`src/rtl/unpk_pkg.sv`:
```
package unpk_pkg;
    localparam int ENTRY_W      = 32;
    localparam int CHUNK_W      = 8;
    localparam int NUM_VEC      = 4;
    localparam int VEC_PER_WORD = 2;
    localparam int IDX_W        = $clog2(ENTRY_W);
    localparam int LEN_W        = $clog2(CHUNK_W);
    localparam int VEC_W        = IDX_W + 1 + LEN_W + 1;
    localparam int CFG_W        = VEC_W * VEC_PER_WORD;
    localparam int BPW_W        = IDX_W + 1;
    localparam int WORDS_W      = 3;
    localparam int PTR_W        = $clog2(NUM_VEC);
    localparam int GRAN_W       = 2;
    localparam int GRAN_DIV     = 16;

    typedef struct packed {
        logic [IDX_W-1:0] start;
        logic             msb_dir;
        logic [LEN_W-1:0] len_m1;
        logic             stop;
    } pack_vec_t;

    typedef logic [NUM_VEC-1:0][VEC_W-1:0] vec_set_t;

    typedef struct packed {
        logic               ok;
        vec_set_t           vecs;
        logic [NUM_VEC-1:0] wend;
        logic [GRAN_W-1:0]  gran;
    } cfg_calc_t;

    typedef enum logic {
        CFG_RAW  = 1'b0,
        CFG_CALC = 1'b1
    } cfg_mode_e;

    // Walk the word size across the vectors the way a serial word is split.
    function automatic cfg_calc_t calc_vectors(input logic [BPW_W-1:0]   bpw,
                                               input logic [WORDS_W-1:0] words,
                                               input logic               msb);
        cfg_calc_t r;
        int nb, iters, idx, idx0, delta, left, len;
        r     = '0;
        nb    = (int'(bpw) + CHUNK_W - 1) / CHUNK_W;
        iters = nb * int'(words);
        if (iters == 0 || iters > NUM_VEC) begin
            r.ok = 1'b0;
            return r;
        end
        r.ok  = 1'b1;
        idx0  = msb ? int'(bpw) - 1 : 0;
        idx   = idx0;
        left  = int'(bpw);
        delta = msb ? -CHUNK_W : CHUNK_W;
        for (int i = 0; i < NUM_VEC; i++) begin
            if (i < iters) begin
                len = ((left < CHUNK_W) ? left : CHUNK_W) - 1;
                r.vecs[i] = {IDX_W'(idx), msb, LEN_W'(len), 1'b0};
                if (left <= CHUNK_W) begin
                    r.wend[i] = 1'b1;
                    idx  = (i + 1) * CHUNK_W + idx0;
                    left = int'(bpw);
                end else begin
                    idx  = idx + delta;
                    left = left - CHUNK_W;
                end
            end
        end
        r.vecs[iters-1][0] = 1'b1;
        r.gran = GRAN_W'(int'(bpw) / GRAN_DIV);
        return r;
    endfunction

    function automatic pack_vec_t pick_vec(input vec_set_t vecs,
                                           input logic [PTR_W-1:0] p);
        return pack_vec_t'(vecs[p]);
    endfunction
endpackage

```
`src/rtl/unpk_cfg_regs.sv`:
```
module unpk_cfg_regs
    import unpk_pkg::*;
(
    input  logic                clk,
    input  logic                rst,
    input  logic                cfg_wr,
    input  cfg_mode_e           mode,
    input  logic [CFG_W-1:0]    raw0,
    input  logic [CFG_W-1:0]    raw1,
    input  logic [NUM_VEC-1:0]  raw_wend,
    input  logic [BPW_W-1:0]    bpw,
    input  logic [WORDS_W-1:0]  words,
    input  logic                msb_first,
    output vec_set_t            vecs,
    output logic [NUM_VEC-1:0]  wend,
    output logic [GRAN_W-1:0]   gran,
    output logic                rejected
);
    cfg_calc_t calc;

    always_comb calc = calc_vectors(bpw, words, msb_first);

    always_ff @(posedge clk) begin
        if (rst) begin
            vecs     <= '0;
            wend     <= '0;
            gran     <= '0;
            rejected <= 1'b0;
        end else if (cfg_wr) begin
            if (mode == CFG_RAW) begin
                vecs     <= vec_set_t'({raw1, raw0});
                wend     <= raw_wend;
                rejected <= 1'b0;
            end else if (calc.ok) begin
                vecs     <= calc.vecs;
                wend     <= calc.wend;
                gran     <= calc.gran;
                rejected <= 1'b0;
            end else begin
                rejected <= 1'b1;
            end
        end
    end
endmodule

```
`src/rtl/unpk_slicer.sv`:
```
module unpk_slicer
    import unpk_pkg::*;
(
    input  logic [ENTRY_W-1:0] entry,
    input  pack_vec_t          vec,
    output logic [CHUNK_W-1:0] chunk
);
    always_comb begin
        int pos;
        chunk = '0;
        for (int k = 0; k < CHUNK_W; k++) begin
            pos = vec.msb_dir ? int'(vec.start) - k : int'(vec.start) + k;
            if (k <= int'(vec.len_m1) && pos >= 0 && pos < ENTRY_W)
                chunk[k] = entry[pos];
        end
    end
endmodule

```
`src/rtl/unpk_seq.sv`:
```
module unpk_seq
    import unpk_pkg::*;
(
    input  logic             clk,
    input  logic             rst,
    input  logic             cfg_wr,
    input  logic             in_valid,
    input  logic             out_ready,
    input  logic             cur_stop,
    output logic [PTR_W-1:0] ptr,
    output logic             pop
);
    logic last_vec;
    logic take;

    assign last_vec = cur_stop || (ptr == PTR_W'(NUM_VEC - 1));
    assign take     = in_valid && out_ready;
    assign pop      = take && last_vec;

    always_ff @(posedge clk) begin
        if (rst || cfg_wr)
            ptr <= '0;
        else if (take)
            ptr <= last_vec ? '0 : ptr + PTR_W'(1);
    end
endmodule

```
`src/rtl/fifo_chunk_unpacker.sv`:
```
module fifo_chunk_unpacker
    import unpk_pkg::*;
(
    input  logic                     clk,
    input  logic                     rst,
    input  logic                     cfg_wr,
    input  logic                     cfg_mode,
    input  logic [CFG_W-1:0]         cfg_raw0,
    input  logic [CFG_W-1:0]         cfg_raw1,
    input  logic [NUM_VEC-1:0]       cfg_raw_wend,
    input  logic [BPW_W-1:0]         cfg_bpw,
    input  logic [WORDS_W-1:0]       cfg_words,
    input  logic                     cfg_msb_first,
    output logic [CFG_W-1:0]         cfg_word0,
    output logic [CFG_W-1:0]         cfg_word1,
    output logic [GRAN_W-1:0]        cfg_gran,
    output logic                     cfg_rejected,
    input  logic                     in_valid,
    output logic                     in_ready,
    input  logic [ENTRY_W-1:0]       in_data,
    output logic                     out_valid,
    input  logic                     out_ready,
    output logic [CHUNK_W-1:0]       out_data,
    output logic                     out_last
);
    vec_set_t           vecs;
    logic [NUM_VEC-1:0] wend;
    logic [PTR_W-1:0]   ptr_q;
    pack_vec_t          cur_vec;

    unpk_cfg_regs cfg_i (
        .clk      (clk),
        .rst      (rst),
        .cfg_wr   (cfg_wr),
        .mode     (cfg_mode_e'(cfg_mode)),
        .raw0     (cfg_raw0),
        .raw1     (cfg_raw1),
        .raw_wend (cfg_raw_wend),
        .bpw      (cfg_bpw),
        .words    (cfg_words),
        .msb_first(cfg_msb_first),
        .vecs     (vecs),
        .wend     (wend),
        .gran     (cfg_gran),
        .rejected (cfg_rejected)
    );

    assign cur_vec = pick_vec(vecs, ptr_q);

    unpk_seq seq_i (
        .clk      (clk),
        .rst      (rst),
        .cfg_wr   (cfg_wr),
        .in_valid (in_valid),
        .out_ready(out_ready),
        .cur_stop (cur_vec.stop),
        .ptr      (ptr_q),
        .pop      (in_ready)
    );

    unpk_slicer slice_i (
        .entry(in_data),
        .vec  (cur_vec),
        .chunk(out_data)
    );

    assign {cfg_word1, cfg_word0} = vecs;
    assign out_valid = in_valid;
    assign out_last  = in_valid && wend[ptr_q];
endmodule

```
`config.mk`:
```
export PLATFORM = sky130hd
export DESIGN_NAME = fifo_chunk_unpacker
export DESIGN_NICKNAME = d
export VERILOG_FILES = /design/src/rtl/unpk_pkg.sv /design/src/rtl/unpk_cfg_regs.sv /design/src/rtl/unpk_slicer.sv /design/src/rtl/unpk_seq.sv /design/src/rtl/fifo_chunk_unpacker.sv
export SDC_FILE = /design/constraint.sdc
export NUM_CORES = 1
export LEC_CHECK = 0
export ABC_AREA = 0
export ABC_CLOCK_PERIOD_IN_PS = 11400
export BUFFER_PORTS_ARGS = -buffer_cell sky130_fd_sc_hd__buf_4
export CELL_PAD_IN_SITES_DETAIL_PLACEMENT = 1
export CELL_PAD_IN_SITES_GLOBAL_PLACEMENT = 2
export CORE_MARGIN = 4
export CORE_UTILIZATION = 32
export DETAILED_ROUTE_END_ITERATION = 8
export PLACE_DENSITY_LB_ADDON = 0.1
export SYNTH_ARGS = -nofsm -noshare
export SYNTH_HDL_FRONTEND = slang
export SYNTH_SLANG_ARGS = --single-unit
```
`constraint.sdc`:
```
create_clock -name clk -period 11.4 [get_ports clk]
set_input_delay 0.57 -clock clk [delete_from_list [all_inputs] [get_ports clk]]
set_output_delay 0.57 -clock clk [all_outputs]
set_load 0.02 [all_outputs]
```
; ---- Yosys cells after proc, flatten, opt, wreduce, memory -nomap -nowiden
; Cells that the tools add are included.
[totals]
regBits = 49
inputBits = 92
output_inout_bits = 54
wordCells = 212
[op_classes]
n_addsub = 33
mul = 1
magnitude_cmp = 47
n_eq_ne = 2
n_mux = 93
bitwise_logic = 2
n_reduce_logical = 26
[ops]
columns = cell, count
row1 = 32-bit two-way mux, 16
row2 = "32-bit by 7-bit < comparator with 1-bit output, second input constant", 14
row3 = "32-bit by 1-bit greater-or-equal comparator with 1-bit output, second input constant", 8
row4 = "32-bit by 5-bit <= comparator with 1-bit output, second input constant", 3
row5 = "32-bit by 5-bit < comparator with 1-bit output, second input constant", 3
row6 = 47-bit two-way mux, 2
row7 = 10-bit two-way mux, 9
row8 = 40-bit two-way mux, 2
row9 = "3-bit by 32-bit < comparator with 1-bit output, first input constant", 2
row10 = "32-bit by 2-bit subtractor with 32-bit output, second input constant", 2
row11 = "32-bit by 5-bit subtractor with 32-bit output, second input constant", 2
row12 = 5-bit two-way mux, 10
row13 = 1-bit binary-select mux with 5-bit select, 8
row14 = 40-bit bitwise OR, 1
row15 = 1-bit two-way mux, 36
row16 = 32-bit by 1-bit adder with 32-bit output, 1
row17 = "32-bit by 4-bit > comparator with 1-bit output, second input constant", 1
row18 = 32-bit zero test, 1
row19 = "1-bit by 32-bit < comparator with 1-bit output, first input constant", 1
row20 = "2-bit by 32-bit < comparator with 1-bit output, first input constant", 1
row21 = "32-bit by 4-bit < comparator with 1-bit output, second input constant", 1
row22 = 32-bit by 4-bit multiplier with 32-bit output, 1
row23 = "5-bit by 3-bit adder with 6-bit output, second input constant", 4
row24 = "5-bit by 3-bit subtractor with 6-bit output, second input constant", 4
row25 = other kinds (34), 71

; ---- Logic depth before layout (Yosys ltp)
[depth]
word_depth = 27
depth_mapped = 53
ltp_nobuf = 49

; ---- By module
; Synthesis repeated with hierarchy kept, for this count alone.
[hier_totals]
hier_cells = 803
hier_area_um2 = 7101.8
[by_module_without_submodules]
columns = mod, n_inst, cells_each, area_each_um2
row1 = unpk_cfg_regs, 1, 473, 3744.8
row2 = unpk_slicer, 1, 305, 2967.8
row3 = fifo_chunk_unpacker, 1, 15, 277.8
row4 = unpk_seq, 1, 10, 111.4

; ---- Least setup slack after synthesis
; Ideal clock, no wire load.
[synth_path]
path_type = input -> register
startpoint = input port cfg_bpw[3]
endpoint = register cfg_i.vecs[33] (netlist name)
setup_ns = 0.096
arrival_time_ns = 10.874
t_required_ns = 11.304
path_slack_ns = 0.431
stages = 51
path_buffers = 5
cell_sequence = clkbuf_1 > inv_1 > ha_1 > clkbuf_1 > or3_1 > inv_1 > clkbuf_1 > ha_1 > nor3_1 > a21oi_1 > and2_1 > ha_1 > inv_1 > fa_1 > inv_1 > ha_1 > buf_2 > or2_2 > [... 15 more ...] > nor3_1 > a211o_1 > nand2_1 > ha_1 > nand3b_1 > a211oi_1 > a211oi_2 > a211oi_1 > a211o_1 > o21ai_0 > nand2_1 > nand2_1 > ha_1 > nor2b_1 > nand2_1 > mux2i_1 > nor4_2 > o41ai_2
[synth_between]
elab_chain_cells = 25
[synth_rtl]
columns = item, line_no
row1 = "start, declared", fifo_chunk_unpacker.sv:11  ; input logic [BPW_W-1:0] cfg_bpw,
row2 = 6-bit by 4-bit adder with 7-bit output, unpk_pkg.sv:44  ; nb = (int'(bpw) + CHUNK_W - 1) / CHUNK_W;
row3 = 32-bit by 2-bit subtractor with 32-bit output, unpk_pkg.sv:44
row4 = 1-bit bitwise AND (no line), n/a
row5 = 32-bit by 1-bit adder with 32-bit output (no line), n/a
row6 = 32-bit by 4-bit multiplier with 32-bit output, unpk_pkg.sv:45  ; iters = nb * int'(words);
row7 = 1-bit by 32-bit < comparator with 1-bit output, unpk_pkg.sv:56  ; if (i < iters) begin
row8 = 32-bit two-way mux, unpk_pkg.sv:56
row9 = 32-bit two-way mux, unpk_pkg.sv:50  ; r.ok = 1'b1;
row10 = [... 9 more ...], n/a
row11 = 3-bit two-way mux, unpk_pkg.sv:57  ; len = ((left < CHUNK_W) ? left : CHUNK_W) - 1;
row12 = 3-bit by 2-bit subtractor with 3-bit output, unpk_pkg.sv:57
row13 = 10-bit two-way mux, unpk_pkg.sv:56
row14 = 10-bit two-way mux, unpk_pkg.sv:50
row15 = 40-bit bitwise OR (no line), n/a
row16 = 47-bit two-way mux (*), unpk_pkg.sv:50
row17 = 40-bit two-way mux, unpk_cfg_regs.sv:34  ; end else if (calc.ok) begin
row18 = 40-bit two-way mux, unpk_cfg_regs.sv:30  ; if (mode == CFG_RAW) begin
row19 = "end signal, assigned", unpk_cfg_regs.sv:31  ; vecs <= vec_set_t'({raw1, raw0});
row20 = "end signal, assigned", unpk_cfg_regs.sv:35  ; vecs <= calc.vecs;
row21 = "end, declared", unpk_cfg_regs.sv:14  ; output vec_set_t vecs,
; Every way passes the cells marked *; elsewhere a longest branch is shown, timed or not. The select of a mux whose other input is x is not followed.
; A chain may end at the register's enable or synchronous reset.

; ---- Final worst setup path
[layout_path]
startpoint = input port cfg_bpw[0]
endpoint = register cfg_i.vecs[33] (netlist name)
[layout_between]
elab_chain_cells = 26
[layout_rtl]
columns = item, line_no
row1 = 6-bit by 4-bit adder with 7-bit output, unpk_pkg.sv:44
row2 = 32-bit by 2-bit subtractor with 32-bit output, unpk_pkg.sv:44
row3 = 3-bit OR reduction (no line), n/a
row4 = 1-bit bitwise AND (no line), n/a
row5 = 32-bit by 1-bit adder with 32-bit output (no line), n/a
row6 = 32-bit by 4-bit multiplier with 32-bit output, unpk_pkg.sv:45
row7 = 1-bit by 32-bit < comparator with 1-bit output, unpk_pkg.sv:56
row8 = 32-bit two-way mux, unpk_pkg.sv:56
row9 = [... 10 more ...], n/a
row10 = 3-bit two-way mux, unpk_pkg.sv:57
row11 = 3-bit by 2-bit subtractor with 3-bit output, unpk_pkg.sv:57
row12 = 10-bit two-way mux, unpk_pkg.sv:56
row13 = 10-bit two-way mux, unpk_pkg.sv:50
row14 = 40-bit bitwise OR (no line), n/a
row15 = 47-bit two-way mux (*), unpk_pkg.sv:50
row16 = 40-bit two-way mux, unpk_cfg_regs.sv:34
row17 = 40-bit two-way mux, unpk_cfg_regs.sv:30
; Marks and branches as above.

==> impl_summary.log <==
INFO  metric final.setup.tns = 0 ps
INFO  metric share_seq_of_total_power = 20.7%
INFO  metric grt.total_usage = 23.0%
INFO  metric max_clock_freq = 0.0945 GHz
INFO  metric worst_max_slew_pin_slew = 1010 ps
INFO  metric grt_start_max_net_pins = 51
INFO  metric fin_ws = 814 ps
INFO  metric worst_setup_path_end_kind = flop
INFO  metric cts_setup_buffers = 0
INFO  metric clock_buffers_created_by_tritoncts = 5
INFO  metric coreArea = 30600 sq um
INFO  metric leftover_overflow_at_the_end_of_global_routing = 0
INFO  metric final_antenna_net_count = 0
INFO  metric final.setup_skew = 12.6 ps
INFO  metric rr_endpoint = seq_i.ptr[1]$_SDFFE_PP0P_
INFO  metric synth-seq-cells = 49
INFO  metric crit_buf_inv = 8
INFO  metric drt_iter0_markers = 578
INFO  metric internal-power = 537 uW
INFO  metric netlist.area_leader.share = 13.1%
INFO  metric holdPathStages = 2
INFO  metric min_path_type = flop to flop
INFO  metric worst_path_most_repeated_cell = ha_1
INFO  metric post_drt_via_cell_ratio = 5.83
INFO  metric clock_transition_at_path_regs = 70 ps
INFO  metric finalHoldViolCount = 0
INFO  metric leakage_power = 0.00511 uW
INFO  metric critical_path.slowest_cell = fa_1
INFO  metric critical_path_required = 11610 ps
INFO  metric sequential_cell_area = 981 sq um
INFO  metric firstDrtPassIters = 5
INFO  metric num_vias = 10.4k
INFO  metric synth_fp_nets = 1470
INFO  metric final-setup-viol-count = 0
INFO  metric io_buffers = 145
INFO  metric antenna_found_initial = 1
INFO  metric outcome = finished clean
INFO  metric route.detailed.wl_per_inst = 22.4 microns
INFO  metric p_per_area = 80.5 nW/um^2
INFO  metric timing.reg2reg.setup_slack = 9550 ps
INFO  metric fp.dieH = 184 microns
INFO  metric clock-sinks = 49
INFO  metric synthesis.instances = 1261
INFO  metric fillerInstances = 3722
INFO  metric multiInputGateArea = 8290 sq um
INFO  metric final_period_minus_worst_setup_slack = 10590 ps
INFO  metric netlist_area = 9930 sq um
INFO  metric totalWireLength = 39.9 mm
INFO  metric crit_path_start_kind = primary input
INFO  metric async_set_or_reset_register_ratio_after_synthesis = 0%
INFO  metric p_sw = 414 uW
INFO  metric cap_violations = 0
INFO  metric most_numerous_cell_in_the_yosys_netlist = inv_1
INFO  metric finish.utilization = 38.6%
INFO  metric synth.lib_cells_used.distinct = 93
INFO  metric syn_avg_cell_area = 7.88 sq um
INFO  metric htree_num_levels = 2
INFO  metric cts_root_buffer = clkbuf_16
INFO  metric design.final.nets = 1591
INFO  metric fin_crit_sh = 92.9%
INFO  metric synth.area.top_cells = mux4_2 (13%), ha_1 (11%), dfxtp_1 (9.9%)
INFO  metric power.ir.vdd_worst = 0.0579 mV
INFO  metric netlist_top_cells_count = inv_1 (118), nor2_1 (110), nand2_1 (103)
INFO  metric relSlewSlack = 32.5%
INFO  metric first_global_vias = 10.8k
INFO  metric worstSkewPairLatency = 310 ps
INFO  metric synth_enable_flop_cells = 0
INFO  metric detailed_place_hpwl = 32.9 mm
INFO  metric timing.setup.critical_path_class = primary input to flop
INFO  metric hp-start = cfg_i.gran[1]$_SDFFE_PP0P_
INFO  metric timing.hold.worst_endpoint = cfg_i.gran[1]$_SDFFE_PP0P_
INFO  metric critical_path_arrival = 10800 ps
INFO  metric worst-path-max-fanout = 13
INFO  metric route.detailed.drc = 0
INFO  metric first_pass_grt_wire_length = 62.1 mm
INFO  metric yosysWarnings = 0
INFO  metric max_stage_delay = 530 ps
INFO  metric count_of_pins_on_the_block_boundary = 146
INFO  metric drive_above_1_share = 22.2%
INFO  metric power = 951 uW
INFO  metric sw_frac_of_total = 43.5%
INFO  metric r2r_start = seq_i.ptr[1]$_SDFFE_PP0P_
INFO  metric maxSlewViolCount = 0
INFO  metric buffers_from_clock_root_to_sink_at_most = 2
INFO  metric floorplan.die_area = 33900 sq um
INFO  metric finalWeightedCongestion = 0.894
INFO  metric synth_sequential_area_ratio = 9.87%
INFO  metric detailedPlace.worstSlack = -120 ps
INFO  metric rr_worst_depth = 6
INFO  metric clock_power_share = 19.1%
INFO  metric placed_cell_area = 11600 sq um
INFO  metric tritoncts_clock_tree = done
INFO  metric die_w = 184 microns
INFO  metric unrepaired_setup_endpoints_after_global_routing = false
INFO  metric synthFlopType = dfxtp_1
INFO  metric critPathTopFamily = simple AND/OR/NAND/NOR gates
INFO  metric pwr-share-comb = 60.2%
INFO  metric layout.cell_area.non_filler = 11800 sq um
INFO  metric flow.area_growth_from_synthesis = 18.9%
INFO  metric start_util = 32.5%
INFO  metric yosys.area.top_type = mux4_2
INFO  metric std_cell_rows = 64
cell type report:
| cell class | instances | area share [%] |
|---|---|---|
| Inverter | 119 | 3.78 |
| Clock inverter | 3 | 0.371 |
| Clock buffer | 5 | 1.06 |
| Multi-Input combinational cell | 1017 | 70.2 |
| Antenna cell | 1 | 0.0212 |
| Timing Repair Buffer | 190 | 12.1 |
| Tap cell | 396 | 4.20 |
| Sequential cell | 49 | 8.31 |
repair_timing:
action / in CTS / in global routing
resized for setup: 0 / 20
endpoints found under the setup margin: 0 / 2
hold buffers: 0 / 0
power by group through the flow:
stage	registers, uW	clock network (uW)	logic (uW)
final	197	181	573
after global routing	199	188	627
after global placement	200	0	564
after CTS	197	184	572
after floorplan	212	0	366
after detailed placement	201	0	569
placed cells by master, fill, tap and decap left out, types with 8 or more instances in the layout:
master | Yosys | layout
xor2_1 | 13 | 12
nand3_1 | 40 | 39
and2_1 | 35 | 35
nor3_1 | 45 | 45
mux4_2 | 58 | 58
nand4_1 | 16 | 16
a21o_1 | 12 | 12
and3_1 | 21 | 21
buf_4 | 3 | 190
nor2_1 | 110 | 107
o21ai_0 | 39 | 39
mux2i_1 | 17 | 17
ha_1 | 90 | 89
o211ai_1 | 9 | 9
a221oi_1 | 12 | 12
a211o_1 | 9 | 9
dfxtp_1 | 49 | 49
fa_1 | 27 | 27
nor2b_1 | 8 | 8
inv_1 | 118 | 118
o21a_1 | 10 | 9
a211oi_1 | 37 | 34
nand2_1 | 103 | 103
xnor2_1 | 37 | 37
a31oi_1 | 16 | 15
nand2b_1 | 9 | 9
or3_1 | 10 | 10
a21oi_1 | 88 | 87
o22ai_1 | 8 | 8
worst register-to-register path: stages, from the launching register on:
cell and delay (ps):
dfxtp_1 310, buf_4 260, mux4_2 590, nor2_1 110, nor2_1 60, or3_1 320
a21oi_1 130
kinds of logic after synthesis:
family,share of synthesized area (%)
and+or+nand+nor,23.1
adders and majority gates,16.8
AOI/OAI and AO/OA,22.6
xor gates and xnor gates,4.85
buffers and inverters,7.61
DFF,9.87
muxes,15.2
routing by layer:
metal  routed length (microns)  share of wire, %  GRT usage, %
met1                     18000                45          31.1
met2                     19900                50          40.5
met3                      1150               2.9          1.62
met4                       771               1.9          4.82
met5                         0                 0             0
how the worst max path moves through the flow:
stage / startpoint / slack [ps] / depth (start not counted) / endpoint
floorplan: cfg_bpw[3] / 430 / 51 / cfg_i.vecs[33]$_SDFFE_PP0P_
global placement: cfg_bpw[0] / 270 / 49 / cfg_i.vecs[33]$_SDFFE_PP0P_
detailed placement: cfg_bpw[0] / -120 / 49 / cfg_i.vecs[33]$_SDFFE_PP0P_
CTS: cfg_bpw[0] / 190 / 49 / cfg_i.vecs[33]$_SDFFE_PP0P_
global route: cfg_bpw[0] / 30 / 50 / cfg_i.vecs[33]$_SDFFE_PP0P_
finish: cfg_bpw[0] / 810 / 50 / cfg_i.vecs[33]$_SDFFE_PP0P_
stage by stage:
stage          std cells  hold slack (ps)
2_1_floorplan       1261              465
3_3_place_gp        1771              464
3_5_place_dp        1771              457
4_1_cts             1779              475
5_1_grt             1780              515
6_report            1780              471
sequential cells by signal, summed over array words and instances (netlist names):
register	cells
cfg_i.rejected	1
cfg_i.gran	2
cfg_i.wend	4
seq_i.ptr	2
cfg_i.vecs	40
No activity file was read; power rests on OpenSTA's default activity.
